### src/rtl/iq_pkg.sv
package iq_pkg;
  localparam int DEF_ENTRIES = 8;
  localparam int DEF_PREGS   = 32;
  localparam int DEF_TAG_W   = 6;
  localparam int DEF_SEQ_W   = 8;
  localparam int DEF_THREADS = 2;

  // A tag is tracked by the scoreboard only when it names a real register.
  function automatic logic tag_tracked(input logic [31:0] tag, input int nregs);
    return tag < 32'(nregs);
  endfunction
endpackage

### src/rtl/iq_scoreboard.sv
module iq_scoreboard #(
  parameter int NUM_PREGS = 32,
  parameter int TAG_W     = 6
) (
  input  logic             clk,
  input  logic             rst_n,
  input  logic             wk_valid,
  input  logic [TAG_W-1:0] wk_tag,
  input  logic             clr_en,
  input  logic [TAG_W-1:0] clr_tag,
  input  logic [TAG_W-1:0] lk0_tag,
  input  logic [TAG_W-1:0] lk1_tag,
  output logic             lk0_hit,
  output logic             lk1_hit
);
  import iq_pkg::*;
  localparam int PIDX_W = (NUM_PREGS > 1) ? $clog2(NUM_PREGS) : 1;

  logic [NUM_PREGS-1:0] sb_q, sb_d;
  logic [PIDX_W-1:0]    wk_idx, clr_idx, lk0_idx, lk1_idx;
  logic                 wk_trk, clr_trk, lk0_trk, lk1_trk;

  assign wk_idx  = wk_tag[PIDX_W-1:0];
  assign clr_idx = clr_tag[PIDX_W-1:0];
  assign lk0_idx = lk0_tag[PIDX_W-1:0];
  assign lk1_idx = lk1_tag[PIDX_W-1:0];
  assign wk_trk  = tag_tracked(32'(wk_tag), NUM_PREGS);
  assign clr_trk = tag_tracked(32'(clr_tag), NUM_PREGS);
  assign lk0_trk = tag_tracked(32'(lk0_tag), NUM_PREGS);
  assign lk1_trk = tag_tracked(32'(lk1_tag), NUM_PREGS);

  // Lookup with same-cycle completion bypass; untracked tags count as ready.
  always_comb begin
    lk0_hit = !lk0_trk || sb_q[lk0_idx] || (wk_valid && wk_tag == lk0_tag);
    lk1_hit = !lk1_trk || sb_q[lk1_idx] || (wk_valid && wk_tag == lk1_tag);
  end

  always_comb begin
    sb_d = sb_q;
    if (wk_valid && wk_trk) sb_d[wk_idx] = 1'b1;
    if (clr_en && clr_trk)  sb_d[clr_idx] = 1'b0;
  end

  always_ff @(posedge clk or negedge rst_n) begin
    if (!rst_n) sb_q <= '0;
    else if ((wk_valid && wk_trk) || (clr_en && clr_trk)) sb_q <= sb_d;
  end

  assert_wake_sets_R5: assert property (@(posedge clk) disable iff (!rst_n)
    (wk_valid && wk_trk && !(clr_en && clr_tag == wk_tag)) |=> sb_q[$past(wk_idx)]);

  assert_dst_clears_R2: assert property (@(posedge clk) disable iff (!rst_n)
    (clr_en && clr_trk) |=> !sb_q[$past(clr_idx)]);
endmodule

### src/rtl/iq_alloc.sv
module iq_alloc #(
  parameter int NUM_ENTRIES = 8
) (
  input  logic [NUM_ENTRIES-1:0] busy,
  output logic [NUM_ENTRIES-1:0] grant,
  output logic                   any_free
);
  // Lowest free slot wins: scan from the top so the last hit is the lowest.
  always_comb begin
    grant = '0;
    for (int i = NUM_ENTRIES - 1; i >= 0; i--) begin
      if (!busy[i]) begin
        grant    = '0;
        grant[i] = 1'b1;
      end
    end
    any_free = !(&busy);
  end
endmodule

### src/rtl/iq_entry.sv
module iq_entry #(
  parameter int TAG_W = 6,
  parameter int SEQ_W = 8,
  parameter int THR_W = 1
) (
  input  logic             clk,
  input  logic             rst_n,
  input  logic             alloc,
  input  logic [THR_W-1:0] a_thread,
  input  logic [SEQ_W-1:0] a_seq,
  input  logic [TAG_W-1:0] a_s0_tag,
  input  logic             a_s0_rdy,
  input  logic [TAG_W-1:0] a_s1_tag,
  input  logic             a_s1_rdy,
  input  logic             wk_valid,
  input  logic [TAG_W-1:0] wk_tag,
  input  logic             sq_valid,
  input  logic [THR_W-1:0] sq_thread,
  input  logic [SEQ_W-1:0] sq_seq,
  input  logic             deq,
  output logic             e_valid,
  output logic             e_ready,
  output logic             e_drop,
  output logic [THR_W-1:0] e_thread
);
  logic             v_q, v_d;
  logic             r0_q, r0_d, r1_q, r1_d;
  logic [THR_W-1:0] thr_q;
  logic [SEQ_W-1:0] seq_q;
  logic [TAG_W-1:0] t0_q, t1_q;
  logic             sq_hit, wake0, wake1, rdy_en;

  assign sq_hit = v_q && sq_valid && (thr_q == sq_thread) && (seq_q > sq_seq);
  assign e_drop = v_q && (deq || sq_hit);
  assign wake0  = wk_valid && (wk_tag == t0_q);
  assign wake1  = wk_valid && (wk_tag == t1_q);

  always_comb begin
    v_d  = v_q;
    r0_d = r0_q | wake0;
    r1_d = r1_q | wake1;
    if (e_drop) v_d = 1'b0;
    if (alloc) begin
      v_d  = 1'b1;
      r0_d = a_s0_rdy;
      r1_d = a_s1_rdy;
    end
  end
  assign rdy_en = alloc || (v_q && (wake0 || wake1));

  always_ff @(posedge clk or negedge rst_n) begin
    if (!rst_n) begin
      v_q  <= 1'b0;
      r0_q <= 1'b0;
      r1_q <= 1'b0;
    end else begin
      if (alloc || e_drop) v_q <= v_d;
      if (rdy_en) begin
        r0_q <= r0_d;
        r1_q <= r1_d;
      end
    end
  end

  always_ff @(posedge clk) begin
    if (alloc) begin
      thr_q <= a_thread;
      seq_q <= a_seq;
      t0_q  <= a_s0_tag;
      t1_q  <= a_s1_tag;
    end
  end

  assign e_valid  = v_q;
  assign e_ready  = v_q && r0_q && r1_q;
  assign e_thread = thr_q;

  assert_squash_kills_R8: assert property (@(posedge clk) disable iff (!rst_n)
    sq_hit |=> !v_q);

  assert_other_thread_kept_R8: assert property (@(posedge clk) disable iff (!rst_n)
    (v_q && sq_valid && thr_q != sq_thread && !deq) |=> v_q);

  assert_wake_src0_R5: assert property (@(posedge clk) disable iff (!rst_n)
    (v_q && !r0_q && wake0 && !e_drop) |=> r0_q);
endmodule

### src/rtl/wakeup_iq.sv
module wakeup_iq #(
  parameter int NUM_ENTRIES = iq_pkg::DEF_ENTRIES,
  parameter int NUM_PREGS   = iq_pkg::DEF_PREGS,
  parameter int TAG_W       = iq_pkg::DEF_TAG_W,
  parameter int SEQ_W       = iq_pkg::DEF_SEQ_W,
  parameter int NUM_THREADS = iq_pkg::DEF_THREADS,
  localparam int THR_W = (NUM_THREADS > 1) ? $clog2(NUM_THREADS) : 1,
  localparam int IDX_W = (NUM_ENTRIES > 1) ? $clog2(NUM_ENTRIES) : 1,
  localparam int CNT_W = $clog2(NUM_ENTRIES + 1)
) (
  input  logic                         clk,
  input  logic                         rst_n,
  input  logic                         ins_valid,
  input  logic [THR_W-1:0]             ins_thread,
  input  logic [SEQ_W-1:0]             ins_seq,
  input  logic [TAG_W-1:0]             ins_src0_tag,
  input  logic                         ins_src0_rdy,
  input  logic [TAG_W-1:0]             ins_src1_tag,
  input  logic                         ins_src1_rdy,
  input  logic                         ins_dst_en,
  input  logic [TAG_W-1:0]             ins_dst_tag,
  input  logic                         wk_valid,
  input  logic [TAG_W-1:0]             wk_tag,
  input  logic                         sq_valid,
  input  logic [THR_W-1:0]             sq_thread,
  input  logic [SEQ_W-1:0]             sq_seq,
  input  logic                         deq_valid,
  input  logic [IDX_W-1:0]             deq_idx,
  output logic [NUM_ENTRIES-1:0]       ready_vec,
  output logic [NUM_ENTRIES-1:0]       valid_vec,
  output logic [CNT_W-1:0]             free_slots,
  output logic [NUM_THREADS*CNT_W-1:0] thread_occ
);
  logic [NUM_ENTRIES-1:0] grant, alloc_vec, drop_vec;
  logic                   any_free, ins_take;
  logic                   s0_hit, s1_hit;
  logic [THR_W-1:0]       ent_thr [NUM_ENTRIES];
  logic [CNT_W-1:0]       free_q, free_d;
  logic [CNT_W-1:0]       occ_q [NUM_THREADS];
  logic [CNT_W-1:0]       occ_d [NUM_THREADS];
  logic                   cnt_en;
  int                     occ_sum;

  assign ins_take  = ins_valid && !sq_valid && any_free;
  assign alloc_vec = grant & {NUM_ENTRIES{ins_take}};

  iq_alloc #(.NUM_ENTRIES(NUM_ENTRIES)) u_alloc (
    .busy(valid_vec), .grant(grant), .any_free(any_free)
  );

  iq_scoreboard #(.NUM_PREGS(NUM_PREGS), .TAG_W(TAG_W)) u_sb (
    .clk(clk), .rst_n(rst_n),
    .wk_valid(wk_valid), .wk_tag(wk_tag),
    .clr_en(ins_take && ins_dst_en), .clr_tag(ins_dst_tag),
    .lk0_tag(ins_src0_tag), .lk1_tag(ins_src1_tag),
    .lk0_hit(s0_hit), .lk1_hit(s1_hit)
  );

  for (genvar g = 0; g < NUM_ENTRIES; g++) begin : g_ent
    iq_entry #(.TAG_W(TAG_W), .SEQ_W(SEQ_W), .THR_W(THR_W)) u_ent (
      .clk(clk), .rst_n(rst_n),
      .alloc(alloc_vec[g]),
      .a_thread(ins_thread), .a_seq(ins_seq),
      .a_s0_tag(ins_src0_tag), .a_s0_rdy(ins_src0_rdy || s0_hit),
      .a_s1_tag(ins_src1_tag), .a_s1_rdy(ins_src1_rdy || s1_hit),
      .wk_valid(wk_valid), .wk_tag(wk_tag),
      .sq_valid(sq_valid), .sq_thread(sq_thread), .sq_seq(sq_seq),
      .deq(deq_valid && (deq_idx == IDX_W'(g))),
      .e_valid(valid_vec[g]), .e_ready(ready_vec[g]),
      .e_drop(drop_vec[g]), .e_thread(ent_thr[g])
    );
  end

  // Slot and per-thread accounting.
  always_comb begin
    free_d = free_q - CNT_W'(ins_take);
    for (int i = 0; i < NUM_ENTRIES; i++) free_d = free_d + CNT_W'(drop_vec[i]);
    for (int t = 0; t < NUM_THREADS; t++) begin
      occ_d[t] = occ_q[t] + CNT_W'(ins_take && ins_thread == THR_W'(t));
      for (int i = 0; i < NUM_ENTRIES; i++)
        occ_d[t] = occ_d[t] - CNT_W'(drop_vec[i] && ent_thr[i] == THR_W'(t));
    end
  end
  assign cnt_en = ins_take || (|drop_vec);

  always_ff @(posedge clk or negedge rst_n) begin
    if (!rst_n) begin
      free_q <= CNT_W'(NUM_ENTRIES);
      for (int t = 0; t < NUM_THREADS; t++) occ_q[t] <= '0;
    end else if (cnt_en) begin
      free_q <= free_d;
      for (int t = 0; t < NUM_THREADS; t++) occ_q[t] <= occ_d[t];
    end
  end

  assign free_slots = free_q;
  for (genvar t = 0; t < NUM_THREADS; t++) begin : g_occ
    assign thread_occ[t*CNT_W +: CNT_W] = occ_q[t];
  end

  always_comb begin
    occ_sum = 0;
    for (int t = 0; t < NUM_THREADS; t++) occ_sum = occ_sum + int'(occ_q[t]);
  end

  assert_free_matches_valid_R10: assert property (@(posedge clk) disable iff (!rst_n)
    int'(free_q) == NUM_ENTRIES - $countones(valid_vec));

  assert_occ_sum_R8: assert property (@(posedge clk) disable iff (!rst_n)
    occ_sum + int'(free_q) == NUM_ENTRIES);

  assert_single_grant_R11: assert property (@(posedge clk) disable iff (!rst_n)
    $onehot0(alloc_vec));

  assert_full_no_alloc_R9: assert property (@(posedge clk) disable iff (!rst_n)
    (free_q == '0) |-> (alloc_vec == '0));
endmodule

### config.mk
export PLATFORM = sky130hd
export DESIGN_NAME = wakeup_iq
export DESIGN_NICKNAME = d
export VERILOG_FILES = /design/src/rtl/iq_pkg.sv /design/src/rtl/iq_scoreboard.sv /design/src/rtl/iq_alloc.sv /design/src/rtl/iq_entry.sv /design/src/rtl/wakeup_iq.sv
export SDC_FILE = /design/constraint.sdc
export NUM_CORES = 1
export LEC_CHECK = 0
export ABC_CLOCK_PERIOD_IN_PS = 4600
export CAP_MARGIN = 30
export CORE_MARGIN = 2
export CORE_UTILIZATION = 58
export CTS_BUF_LIST = sky130_fd_sc_hd__clkbuf_16
export CTS_CLUSTER_DIAMETER = 50
export DETAILED_ROUTE_END_ITERATION = 6
export DONT_BUFFER_PORTS = 1
export PLACE_DENSITY = 0.76
export SLEW_MARGIN = 40
export SYNTH_ARGS = -nofsm -noshare
export SYNTH_HDL_FRONTEND = slang
export SYNTH_SLANG_ARGS = --single-unit
### constraint.sdc
create_clock -name clk -period 4.6 [get_ports clk]
set_input_delay 0.92 -clock clk [delete_from_list [all_inputs] [get_ports clk]]
set_output_delay 0.92 -clock clk [all_outputs]
set_load 0.01 [all_outputs]
==> results.md, run 1 <==
- In this run the remaining antenna-violating nets after routing total 0.
- Counting flops with a built-in enable in the synthesized netlist gives 168.
- In this run the number of H-tree levels came out at 1.
- The sort of element at the start of the critical path is a primary input.
- In this design, the largest share of critical-path delay is due to adder cells.
- The repair_antennas step left the layout with diodes totalling 0.
- In this run the worst hold path is classified as primary input to asynchronous set/reset pin.
- Prior to clock tree synthesis, the placed netlist has a worst setup slack of -761 ps.
- For met1 alone, demand over resource in global routing was 0.346.
- The wire length of the first global-routing pass is 47800 µm.
- At the end of the flow the core is filled with cells to 0.686.
- The depth of the most critical reg-to-reg path is 19.
- For this run, global-route usage on met2 was measured as 0.484.
- Compared with the post-synthesis result, the final layout area differs by 15.7%.
- Traced cell by cell, the critical path runs through inv_1, buf_12, ha_1, nand4_1, o2111a_1, o21a_1, o31a_1, nand2_2, fa_2, fa_1, inv_2, fa_2, fa_1, inv_1, ha_1, ha_2, xor2_2, xnor2_1, a31oi_1, xor2_1.
- The final design instance area without fill is 14400 µm².
- The die is 151 µm tall.
- Summing over every cut layer, the via total after detailed routing is 8222.
- For this run, the top clock speed supported by timing is 210 MHz.
- The first-iteration detailed-routing DRC count is 585.
- The maximum number of pins on one net before global-route repair is 69.
- The flop-to-flop setup slack is -20 ps.
- The total track usage is 0.282.
- The post-detailed-routing wire length is 31000 µm.
- The port buffer count is 0.
- The tree is rooted in a clkbuf_16.
- The classification of the worst setup path is primary input to flip-flop.
- The post-route non-filler standard cell count is 1316.
- The net count after synthesis is 1127.
- For the pin with the worst max-slew slack, the measured transition is 867 ps.
- Of the total power, the clock network draws 0.368.
- The number of pins exceeding their max-slew limit in the final report is 0.
- In the final routed layout, each cell accounts on average for 23.5 µm.
- The setup TNS is -260 ps.
- In the post-route analysis, the smallest setup slack over all paths is -169 ps.
- The initial standard-cell utilization of the core is 0.592.
- The total number of cells along the worst setup path is 20.
- Setup repair after global routing could not meet its margin everywhere.
- The placed instances occupy a cell area of 13100 µm².
- The maximum net fanout on the critical path is 5.
- Internal power comes to 4.43 mW.
- Setup violations remaining at the end of the flow were counted as 2.
- Final hold analysis gives a worst-case slack of 62.5 ps.
- The critical path capture point type is a flip-flop.
- The via count of the first global-routing pass is 8670.
- Synthesis inferred 236 register bits.
- The final period utilization is 1.04.
- Measured along the x axis, the die boundary spans 151 µm.
- The wire-length estimate of the detail-placed layout is 20700 µm.
- The switching power is 1.70 mW.
- The most common cell in the synthesized netlist is edfxtp_1.
- Across the run, the number of max-cap violations was 0.
- Of the total power, the share spent switching nets is 0.277.
- The leakage power of the design is 5.63 nW.
- Data on the critical path is required at its endpoint by 5070 ps.
- The share of total power dissipated in combinational logic is 0.187.
- The clock network latency to the later pin of the worst-skew pair is 550 ps.
- In the synthesized netlist the async set-or-reset flop fraction comes to 0.288.
- The floorplan step defined a die boundary enclosing 22700 µm².
- The CTS clock-pin slew for the worst setup and hold paths is 60 ps.
- The share of synthesized area in the top cell type comes to 0.405.
- The layout cell share with drive strength beyond 1 is 0.212.
- Synthesis produced 971 cells.
- The number of placed cells counting well taps is 1247.
- The number of nets in the layout is 1174.
- The clock passes through at most 3 buffers.
- The checks that failed: negative setup slack.
- The unique cell type count in the Yosys netlist is 56.
- The post-synthesis area per instance is 12.8 µm².
- Power comes to 6.13 mW.
- Routability-driven placement finished with a final weighted congestion of 0.924.
- The cell area that synthesis handed to floorplanning was 12500 µm².
- CTS saw 236 sinks.
- The worst path in the final design needs a cycle of 4770 ps, including I/O delays and setup.
- The hold violation total from the final report is 0.
- The largest individual stage delay along the critical path comes from the cell fa_1.
- The delay contributed by the slowest stage of the critical path is 500 ps.
- After synthesis, the cell types taking the most area are edfxtp_1 41%, dfrtp_1 13%, ha_1 8.6%.
- The run finished, with violations left.
- Between clock sinks in the finished design, the worst skew comes to 8.84 ps.
- The number of buffers added by the clock tree synthesis step is 29.
- By count the netlist is led by 168 x edfxtp_1, 111 x a21oi_1, 100 x xor2_1.
- The critical path contains buffers and inverters numbering 4 combined.
- The worst setup path startpoint is sq_seq[3].
- The residual DRC count is 0.
- In the global route stage, met3 resource usage came out at 0.0582.
- The number of rows created at floorplan is 53.
- The worst vdd rail ir drop is 0.000276 V.
- The number of placed I/O pins is 82.
- STA puts the critical path data arrival time at 5240 ps.
- The worst register-to-register path ends at thread_occ[7].
- The core region is 21000 µm².
- The number of antenna violations at the first check in global routing is 0.
- For this run, the detailed router's first-pass iteration total came to 5.
- The filler cell count is 1437.
- The share of the Yosys chip area taken by registers is 0.542.
- The TritonCTS clock tree is done.
- The worst pin sits at a relative slew slack of 0.416.
- The layer flagged by global routing as most heavily used is met2.
- The worst setup path endpoint is thread_occ[7].
- The leftover overflow at the end of global routing is 0.
- The most frequently used flop master after synthesis is edfxtp_1.
- The power density over the cells is 425 nW/µm².
- Of the total power, registers draw 0.445.
- Dividing the detail-routed via count by the number of cells gives 6.25.
- Summed over all instances, the cell type with the most area after synthesis is edfxtp_1.
- The beginning of the worst register-to-register path is g_ent[0].u_ent.seq_q[1].
- Yosys printed 0 warnings.
==> layout make-up <==
cell class | instances | area (µm²) | area share
Sequential cell | 236 | 6750 | 0.468
Multi-Input combinational cell | 632 | 5600 | 0.388
Clock buffer | 29 | 726 | 0.0504
Timing Repair Buffer | 67 | 556 | 0.0385
Tap cell | 275 | 344 | 0.0239
Clock inverter | 25 | 231 | 0.0161
Inverter | 52 | 210 | 0.0146
==> sequential cells by signal, summed over array words and instances (netlist names) <==
register and flops:
free_slots 4, g_ent.u_ent.t0_q 48, g_ent.u_ent.r1_q 8, thread_occ 8, g_ent.u_ent.e_thread 8, g_ent.u_ent.t1_q 48, g_ent.u_ent.r0_q 8, u_sb.sb_q 32
g_ent.u_ent.seq_q 64, g_ent.u_ent.e_valid 8
==> worst min path at each step <==
stage	endpoint	slack [ps]	cells after the start
6_report	u_sb.sb_q[30]	60	0
5_1_grt	u_sb.sb_q[30]	50	0
4_1_cts	u_sb.sb_q[30]	50	0
3_5_place_dp	g_ent[4].u_ent.r0_q	490	2
3_3_place_gp	g_ent[2].u_ent.r0_q	470	2
2_1_floorplan	g_ent[2].u_ent.r0_q	460	2
==> worst reg2reg max path: cells and delay by family (launching register included) <==
kind | cells | cell delay [ps]
adders and majority gates | 7 | 2150
and+or+nand+nor | 2 | 320
DFF | 1 | 430
xor gates and xnor gates | 3 | 450
AOI/OAI and AO/OA | 4 | 1040
buffers and inverters | 3 | 160
==> timing repair <==
item / CTS / global route
pin swaps: 16 / 29
buffers inserted: 7 / 8
hold buffers: 0 / 0
endpoints found under the hold margin: 0 / 0
setup endpoints to repair: 2 / 6
resized for setup: 24 / 21
==> logic make-up after synthesis <==
family,count (synthesis),synth area share
AO/OA/AOI/OAI,180,0.0833
XOR/XNOR,127,0.0893
adder cells (fa/ha/maj),102,0.112
buffers and inverters,103,0.0373
flip-flops,236,0.542
multiplexers,32,0.0468
AND/OR/NAND/NOR,191,0.0893
==> placed cells by master, fill, tap and decap left out, types with 4 or more instances in the layout <==
master / netlist / layout
clkinv_1: 0 / 5
nor4_1: 17 / 17
mux4_2: 20 / 20
nand3_1: 6 / 6
o21ai_0: 17 / 13
nor2b_1: 16 / 12
nand2b_1: 9 / 9
nor2_1: 24 / 22
ha_1: 86 / 70
o21ai_1: 9 / 11
xor2_1: 100 / 98
nand4_1: 20 / 20
a21o_1: 4 / 4
and3_1: 11 / 11
clkinvlp_4: 0 / 5
inv_2: 1 / 9
inv_6: 0 / 4
mux2_2: 10 / 9
ha_4: 0 / 15
or4_1: 16 / 16
nor3_1: 13 / 11
and2_1: 7 / 6
fa_2: 0 / 6
buf_4: 19 / 60
buf_6: 0 / 4
a21oi_2: 0 / 8
a21oi_1: 111 / 103
clkinv_4: 0 / 4
xnor2_1: 27 / 24
dfrtp_1: 67 / 67
inv_1: 51 / 40
o211ai_1: 14 / 14
fa_1: 16 / 10
edfxtp_1: 168 / 168
clkinv_2: 0 / 6
nand2_1: 34 / 32
clkbuf_16: 0 / 29
==> routing by layer <==
layer / vias up / share of wire
li1: 3670 / -
met1: 4099 / 0.38
met2: 359 / 0.50
met3: 94 / 0.080
met4: 0 / 0.040
met5: - / 0
==> power by group through the flow <==
stage	registers (mW)	clock network, mW	logic, mW
final	2.73	2.25	1.15
after global routing	2.76	2.37	1.28
after CTS	2.73	2.28	1.11
after detailed placement	2.77	0	1.08
after global placement	2.76	0	1.03
after floorplan	2.71	0	0.860
Note: power is estimated with default switching activity, not from simulation.
==> run 2, diff against run 1 <==
--- a/config.mk
+++ b/config.mk
@@ -13,6 +13,7 @@
 export CTS_CLUSTER_DIAMETER = 50
 export DETAILED_ROUTE_END_ITERATION = 6
 export DONT_BUFFER_PORTS = 1
+export MAX_ROUTING_LAYER = met4
 export PLACE_DENSITY = 0.76
 export SLEW_MARGIN = 40
 export SYNTH_ARGS = -nofsm -noshare
==> run 2 against run 1 <==
  * The flow still finishes with violations (negative setup slack)
  * Critical path depth unchanged
  * Combinational power about the same
  * Wire length about the same
  * Largest cell class unchanged
==> results.md, run 2 (same netlist as run 1, synthesis figures left out) <==
- The flow ran to the end, but the final reports show violations.
- The number of placed cells counting well taps is 1247.
- Dividing the detail-routed wire length by the instance count gives 23.6 µm.
- The global placer's final weighted congestion is 0.940.
- The worst setup margin is -151 ps.
- In this run the tool buffered the top-level ports with 0 buffer cells.
- The delay contributed by the slowest stage of the critical path is 490 ps.
- CTS built an H-tree with a depth of 1.
- The post-route worst hold slack is 63.5 ps.
- In the global route stage, overall resource usage came out at 0.291.
- The first global-routing pass estimated 47900 µm of wire.
- After routing the design area is 14400 µm².
- The post-route non-filler standard cell count is 1312.
- For this design the total switching power over the nets is 1.71 mW.
- Power spread over the standard cell area amounts to 427 nW/µm².
- Clock-pin slew was measured on the worst setup and hold paths at 60 ps.
- In the final design database the tool counted 1170 nets.
- Counting along the longest clock path gives a buffer depth of 3.
- Clock latency on the worst-skew pair, taken at its later pin, is 550 ps.
- The iteration count of the initial detailed-routing pass is 5.
- The count of nets left with antenna violations once routing finished came out at 0.
- The number of placed I/O pins is 82.
- Prior to clock tree synthesis, the placed netlist has a worst setup slack of -761 ps.
- The via count of the first global-routing pass is 8654.
- Entering global routing, the biggest net connects 69 pins.
- Clock tree synthesis found a total of 236 sinks.
- The path class of the lowest-slack min-delay path is primary input to asynchronous set/reset pin.
- The number of pins exceeding their max-slew limit in the final report is 0.
- The number of vias in the routed layout is 8217.
- The sum of net half-perimeters after detailed placement is 20700 µm.
- The hold violation total from the final report is 0.
- The number of buffers added by the clock tree synthesis step is 29.
- The worst setup path is launched from a primary input.
- In the routed layout, each cell is associated on average with a via count of 6.26.
- The clock share of power is 0.369.
- The signal on the critical path passes through clkinvlp_4, buf_4, ha_4, nor2b_1, o211ai_1, a21oi_2, buf_4, o211ai_1, fa_2, fa_1, inv_1, fa_2, fa_1, inv_1, ha_1, ha_2, xor2_1, xnor2_1, a31oi_1, xor2_1.
- The die is 151 µm tall.
- The TritonCTS clock tree is done.
- After detailed routing, the total wire length is 30900 µm.
- Summed over all cells, the static leakage comes to 5.60 nW.
- The worst path in the final design needs a cycle of 4750 ps, including I/O delays and setup.
- The achievable frequency is 210 MHz.
- The combinational share of power is 0.186.
- The number of antenna violations at the first check in global routing is 0.
- The top cell types in the final layout, fill and taps aside, are 168 x edfxtp_1, 105 x a21oi_1, 100 x xor2_1.
- In this run, the number of DRC markers left after iteration 0 of detailed routing was 546.
- The tool flagged a number of max-cap violations equal to 0.
- The critical path arrival is 5220 ps.
- The transition time at the pin with the least slew margin is 857 ps.
- Of all nets on the critical path, the largest fanout is 6.
- Data on the critical path is required at its endpoint by 5070 ps.
- The switching share of total power is 0.278.
- The antenna cell count is 0.
- Relative to the synthesized area, the layout overhead comes to 15.3%.
- The layout cell share with drive strength beyond 1 is 0.204.
- The critical path capture point type is a flip-flop.
- The setup check on the worst reg-to-reg path leaves a slack of -10 ps.
- After floorplanning, the core was sized to cover 21000 µm².
- The max-slew headroom at the worst pin is 0.424.
- The internal power consumption is 4.43 mW.
- The floorplan step defined a die boundary enclosing 22700 µm².
- After global routing the overflow that remains totals 0.
- In this run the cell area measured after placement is 13100 µm².
- Setup repair after global routing could not meet its margin everywhere.
- The library cell used as clock root buffer is clkbuf_16.
- The largest registers in the layout are g_ent.u_ent.seq_q: 64 flops, g_ent.u_ent.t0_q: 48 flops, g_ent.u_ent.t1_q: 48 flops.
- The final worst clock skew is 11.7 ps.
- The library cell used most frequently in the layout, excluding fill and tap cells, is edfxtp_1.
- The final period utilization is 1.03.
- The worst setup path is of the primary input to flip-flop kind.
- The number of failing setup endpoints in the final timing report is 2.
- The final reports fail on negative setup slack.
- The register containing the most flip-flops in the final layout is g_ent.u_ent.seq_q.
- The die width is 151 µm.
- The register with the most flip-flops in the layout has 64 of them.
- The residual DRC count is 0.
- The initial standard-cell utilization of the core is 0.592.
- The floorplan has 53 rows.
- The share of total power dissipated in sequential elements is 0.445.
- Among all stages on the critical path, the largest delay is contributed by fa_1.
- Across the VDD grid, the largest voltage drop is 0.000278 V.
[run 2: changes by cell type in the layout (fill, tap and decap cells not counted)]
cell	previous run	this run
buf_4	60	57
inv_2	9	8
inv_1	40	41
a21oi_2	8	6
nor2b_4	2	1
xor2_2	2	0
a21oi_1	103	105
nor2b_1	12	13
ha_1	70	69
ha_4	15	16
buf_6	4	3
xor2_1	98	100
[run 2: worst paths after layout]
kind                                         startpoint                       to  cells past startpoint
worst max-delay path                          sq_seq[1]            thread_occ[7]                     20
worst min-delay path                              rst_n            u_sb.sb_q[30]                      0
worst min register to register      g_ent[6].u_ent.r1_q      g_ent[6].u_ent.r1_q                      2
min in group clk                             ins_seq[0]  g_ent[7].u_ent.seq_q[0]                      0
max in group asynchronous                         rst_n            free_slots[3]                      0
worst max register to register  g_ent[0].u_ent.seq_q[1]            thread_occ[7]                     19
[run 2: worst max-delay path: cells and delay by family]
family / cells / cell delay (ps)
and+or+nand+nor: 1 / 120
adders and majority gates: 7 / 2400
buffers and inverters: 5 / 610
xor gates and xnor gates: 3 / 460
AOI/OAI and AO/OA: 4 / 710
[run 2: area by class of cell]
cell class              count  area, µm²
fillers                  1445       6660
clock inverters            25        231
clock buffers              29        726
repair buffers             63        522
well taps                 275        344
flip-flops and latches    236       6750
multi-input cells         632       5580
inverters                  52        210
[run 2: what timing repair did]
action                     4_1_cts  5_1_grt
pin swaps                       16       16
gates cloned                     0        0
buffers inserted                 7        4
gates resized for setup         24       15
setup endpoints to repair        2        6
hold buffers                     0        0
[run 2: per-layer routing]
metal | GRT usage | share of wire | up-vias
met4 | 0.126 | 0.044 | 0
met2 | 0.484 | 0.50 | 370
met1 | 0.346 | 0.38 | 4080
li1 | - | - | 3653
met3 | 0.0594 | 0.080 | 114
met5 | - | 0 | -
[run 2: power by group through the flow]
| stage | logic, mW | clock network, mW | registers [mW] |
|---|---|---|---|
| after floorplan | 0.860 | 0 | 2.71 |
| after global placement | 1.03 | 0 | 2.76 |
| after detailed placement | 1.08 | 0 | 2.77 |
| after CTS | 1.11 | 2.28 | 2.73 |
| after global routing | 1.27 | 2.37 | 2.76 |
| final | 1.14 | 2.26 | 2.73 |
[run 2: per-stage QoR]
stage,power (mW),TNS [ps],utilization
2_1_floorplan,3.57,-1110,-
3_5_place_dp,3.85,-3920,0.622
6_report,6.13,-291,0.683
4_1_cts,6.12,-225,0.677
3_3_place_gp,3.79,-3210,0.622
5_1_grt,6.40,-713,0.683
==> run 3, diff against run 2 <==
--- a/config.mk
+++ b/config.mk
@@ -5,16 +5,16 @@
 export SDC_FILE = /design/constraint.sdc
 export NUM_CORES = 1
 export LEC_CHECK = 0
-export ABC_CLOCK_PERIOD_IN_PS = 4600
+export ABC_CLOCK_PERIOD_IN_PS = 5100
 export CAP_MARGIN = 30
 export CORE_MARGIN = 2
-export CORE_UTILIZATION = 58
+export CORE_UTILIZATION = 64
 export CTS_BUF_LIST = sky130_fd_sc_hd__clkbuf_16
 export CTS_CLUSTER_DIAMETER = 50
 export DETAILED_ROUTE_END_ITERATION = 6
 export DONT_BUFFER_PORTS = 1
 export MAX_ROUTING_LAYER = met4
-export PLACE_DENSITY = 0.76
+export PLACE_DENSITY = 0.8
 export SLEW_MARGIN = 40
 export SYNTH_ARGS = -nofsm -noshare
 export SYNTH_HDL_FRONTEND = slang
==> constraint.sdc (replaced) <==
create_clock -name clk -period 5.1 [get_ports clk]
set_input_delay 1.02 -clock clk [delete_from_list [all_inputs] [get_ports clk]]
set_output_delay 1.02 -clock clk [all_outputs]
set_load 0.01 [all_outputs]
==> run 3 against run 2 <==
  * The flow now finishes without violations
  * Via count fell by 0.85%
  * Critical path depth fell by 1
  * Flip-flop and latch count did not move
  * Non-clock buffer count fell by 19
  * Combinational power fell by 23%
  * Cell area fell by 3.4%
  * Global-route usage rose by 2.9 points
==> results.md, run 3 (same netlist as run 1, synthesis figures left out) <==
- The run finished with clean final reports.
- The sort of element at the start of the critical path is a primary input.
- The maximum number of pins on one net before global-route repair is 69.
- The number of placed I/O pins is 82.
- Cell internal power was estimated by the tool at 3.81 mW.
- The number of nets in the layout is 1151.
- The transition time at the pin with the least slew margin is 836 ps.
- Of the total power, registers draw 0.474.
- The total track usage is 0.320.
- Across the run, the number of max-cap violations was 0.
- The number of buffers on the longest clock path is 3.
- In this run the critical register-to-register path is captured at thread_occ[3].
- The CTS H-tree depth is 1.
- Of the total power, the share spent switching nets is 0.281.
- The hold violation total from the final report is 0.
- The CTS clock-pin slew for the worst setup and hold paths is 60 ps.
- The startpoint identified for the worst register-to-register timing path is g_ent[1].u_ent.seq_q[6].
- The via count of the first global-routing pass was 8564.
- The worst-case IR drop observed on VDD is 0.000358 V.
- The number of failing setup endpoints in the final timing report is 0.
- The tree is rooted in a clkbuf_16.
- The port buffer count is 0.
- Dividing the detail-routed wire length by the instance count gives 24.2 µm.
- The max-slew headroom at the worst pin is 0.442.
- The depth of the most critical reg-to-reg path is 19.
- The core box area is 19300 µm².
- The worst setup path is captured at a flip-flop.
- The clock reaches the later pin of the worst-skew pair after 560 ps.
- At the worst endpoint, the required time is 5570 ps.
- Clock skew on the completed layout was measured at 20.3 ps.
- The flop-to-flop setup slack is 550 ps.
- Data arrives at the worst endpoint at 5370 ps.
- The switching power is 1.49 mW.
- The die footprint is 20600 µm².
- The number of clock buffers added by TritonCTS is 29.
- With fillers left out, the area of the finished cells amounts to 13900 µm².
- In the global route stage, met1 resource usage came out at 0.373.
- For met2 alone, demand over resource in global routing was 0.541.
- Summing over every cut layer, the via total after detailed routing is 8147.
- The synthesis-to-finish area growth is 11.4%.
- Derived from the worst setup path, the maximum achievable clock frequency is 204 MHz.
- The initial standard-cell utilization of the core is 0.646.
- The global placer's final weighted congestion is 0.886.
- The critical path contains buffers and inverters numbering 3 combined.
- In this run, the number of DRC markers left after iteration 0 of detailed routing was 666.
- The filler cells instantiated in the layout total 1281.
- The residual DRC count is 0.
- The register with the most flip-flops in the layout has 64 of them.
- Setup repair after global routing left no endpoint under its margin.
- Of the cells placed in the final design, the portion with a size suffix greater than 1 is 0.155.
- The number of sinks handled by clock tree synthesis is 236.
- The number of pins exceeding their max-slew limit in the final report was 0.
- The slowest cell on the critical path is fa_1.
- The kind of cell adding the most delay to the critical path is adder cells.
- The share of total power dissipated in the clock network is 0.360.
- The final period utilization is 0.959.
- The most heavily used metal layer in global routing is met2.
- The path class of the lowest-slack min-delay path is primary input to asynchronous set/reset pin.
- The cell area after placement is 13000 µm².
- The post-detailed-routing wire length is 31100 µm.
- The sum of net half-perimeters after detailed placement is 20500 µm.
- The classification of the worst setup path is primary input to flip-flop.
- On the worst path, the slowest cell contributes a delay of 480 ps.
- The number of antenna violations at the first check in global routing is 0.
- The power density over the cells is 381 nW/µm².
- The maximum net fanout on the critical path is 8.
- The wire length of the first global-routing pass is 47300 µm.
- Leaving out fill and tap cells, the most frequent cells in the layout are 168 x edfxtp_1, 109 x a21oi_1, 100 x xor2_1.
- Summed over all cells, the static leakage comes to 5.45 nW.
- The die width is 143 µm.
- The global routing met3 resource utilization is 0.0706.
- The post-route worst hold slack is 154 ps.
- The iteration count of the initial detailed-routing pass is 5.
- The vias per cell is 6.35.
- Of the total power, combinational logic draws 0.166.
- The clock period could shrink to 4890 ps.
- Measured along the y axis, the die boundary spans 143 µm.
- The leftover overflow at the end of global routing is 0.
- The signal on the critical path passes through inv_1, ha_1, nand4_1, o2111a_1, o21a_1, o31a_1, nand2b_1, fa_1, inv_1, fa_1, fa_2, fa_1, inv_1, ha_1, ha_2, xor2_1, xnor2_1, a31oi_1, xor2_1.
- The number of rows created at floorplan is 51.
- The largest registers in the layout are g_ent.u_ent.seq_q: 64 flops, g_ent.u_ent.t0_q: 48 flops, g_ent.u_ent.t1_q: 48 flops.
- More flip-flops sit in one register than any other, and that register is g_ent.u_ent.seq_q.
- The TritonCTS clock tree is done.
- The most common cell after layout, fill and taps aside is edfxtp_1.
- The detail route stage leaves a number of antenna-violating nets equal to 0.
- Once layout is complete, the utilization of the core stands at 0.720.
## run 3: final cells by class
| class | count | area (µm²) | share of cell area |
|---|---|---|---|
| Multi-Input combinational cell | 632 | 5370 | 0.387 |
| Clock inverter | 25 | 166 | 0.0120 |
| Tap cell | 265 | 332 | 0.0239 |
| Clock buffer | 29 | 726 | 0.0523 |
| Timing Repair Buffer | 44 | 330 | 0.0238 |
| Sequential cell | 236 | 6750 | 0.486 |
| Antenna cell | 1 | 2.50 | 0.000180 |
| Inverter | 52 | 203 | 0.0146 |
## run 3: per-layer routing
layer,wire length (µm),share of wire
met4,1200,0.039
met5,0,0
met1,11400,0.37
met2,15700,0.50
met3,2740,0.088
## run 3: worst register-to-register path: cells and delay by family, from the launching register on
family / cells / cell delay [ps]
simple gates: 2 / 430
fa+ha+maj: 7 / 2140
xor+xnor: 3 / 430
buf+inv: 3 / 150
compound gates: 4 / 920
flops: 1 / 390
## run 3: worst max-delay path by stage
stage,start,to,cells after the start
2_1_floorplan,sq_seq[5],thread_occ[3],18
3_3_place_gp,sq_seq[3],thread_occ[3],21
3_5_place_dp,sq_seq[3],thread_occ[3],21
4_1_cts,sq_seq[5],thread_occ[3],19
5_1_grt,sq_seq[2],thread_occ[3],19
6_report,sq_seq[2],thread_occ[3],19
## run 3: power groups by stage
| stage | registers, mW | clock network (mW) | logic, mW |
|---|---|---|---|
| finish | 2.51 | 1.90 | 0.880 |
| global route | 2.53 | 2.00 | 0.994 |
| CTS | 2.51 | 1.92 | 0.884 |
| detailed placement | 2.54 | 0 | 0.875 |
| global placement | 2.53 | 0 | 0.836 |
| floorplan | 2.44 | 0 | 0.757 |
## run 3: repair_timing
action                                  4_1_cts  5_1_grt
setup buffers                                 0        1
hold buffers                                  0        0
gates resized for setup                       0        5
endpoints found under the setup margin        0        2
## run 3: metrics by stage
step                std cells  setup slack (ps)  power [mW]  TNS [ps]
floorplan                 971             -29.6        3.20     -29.6
global placement         1228              -364        3.36     -1030
detailed placement       1228              -446        3.41     -1390
CTS                      1282              91.4        5.30         0
global route             1283              3.41        5.52         0
finish                   1284               207        5.29         0
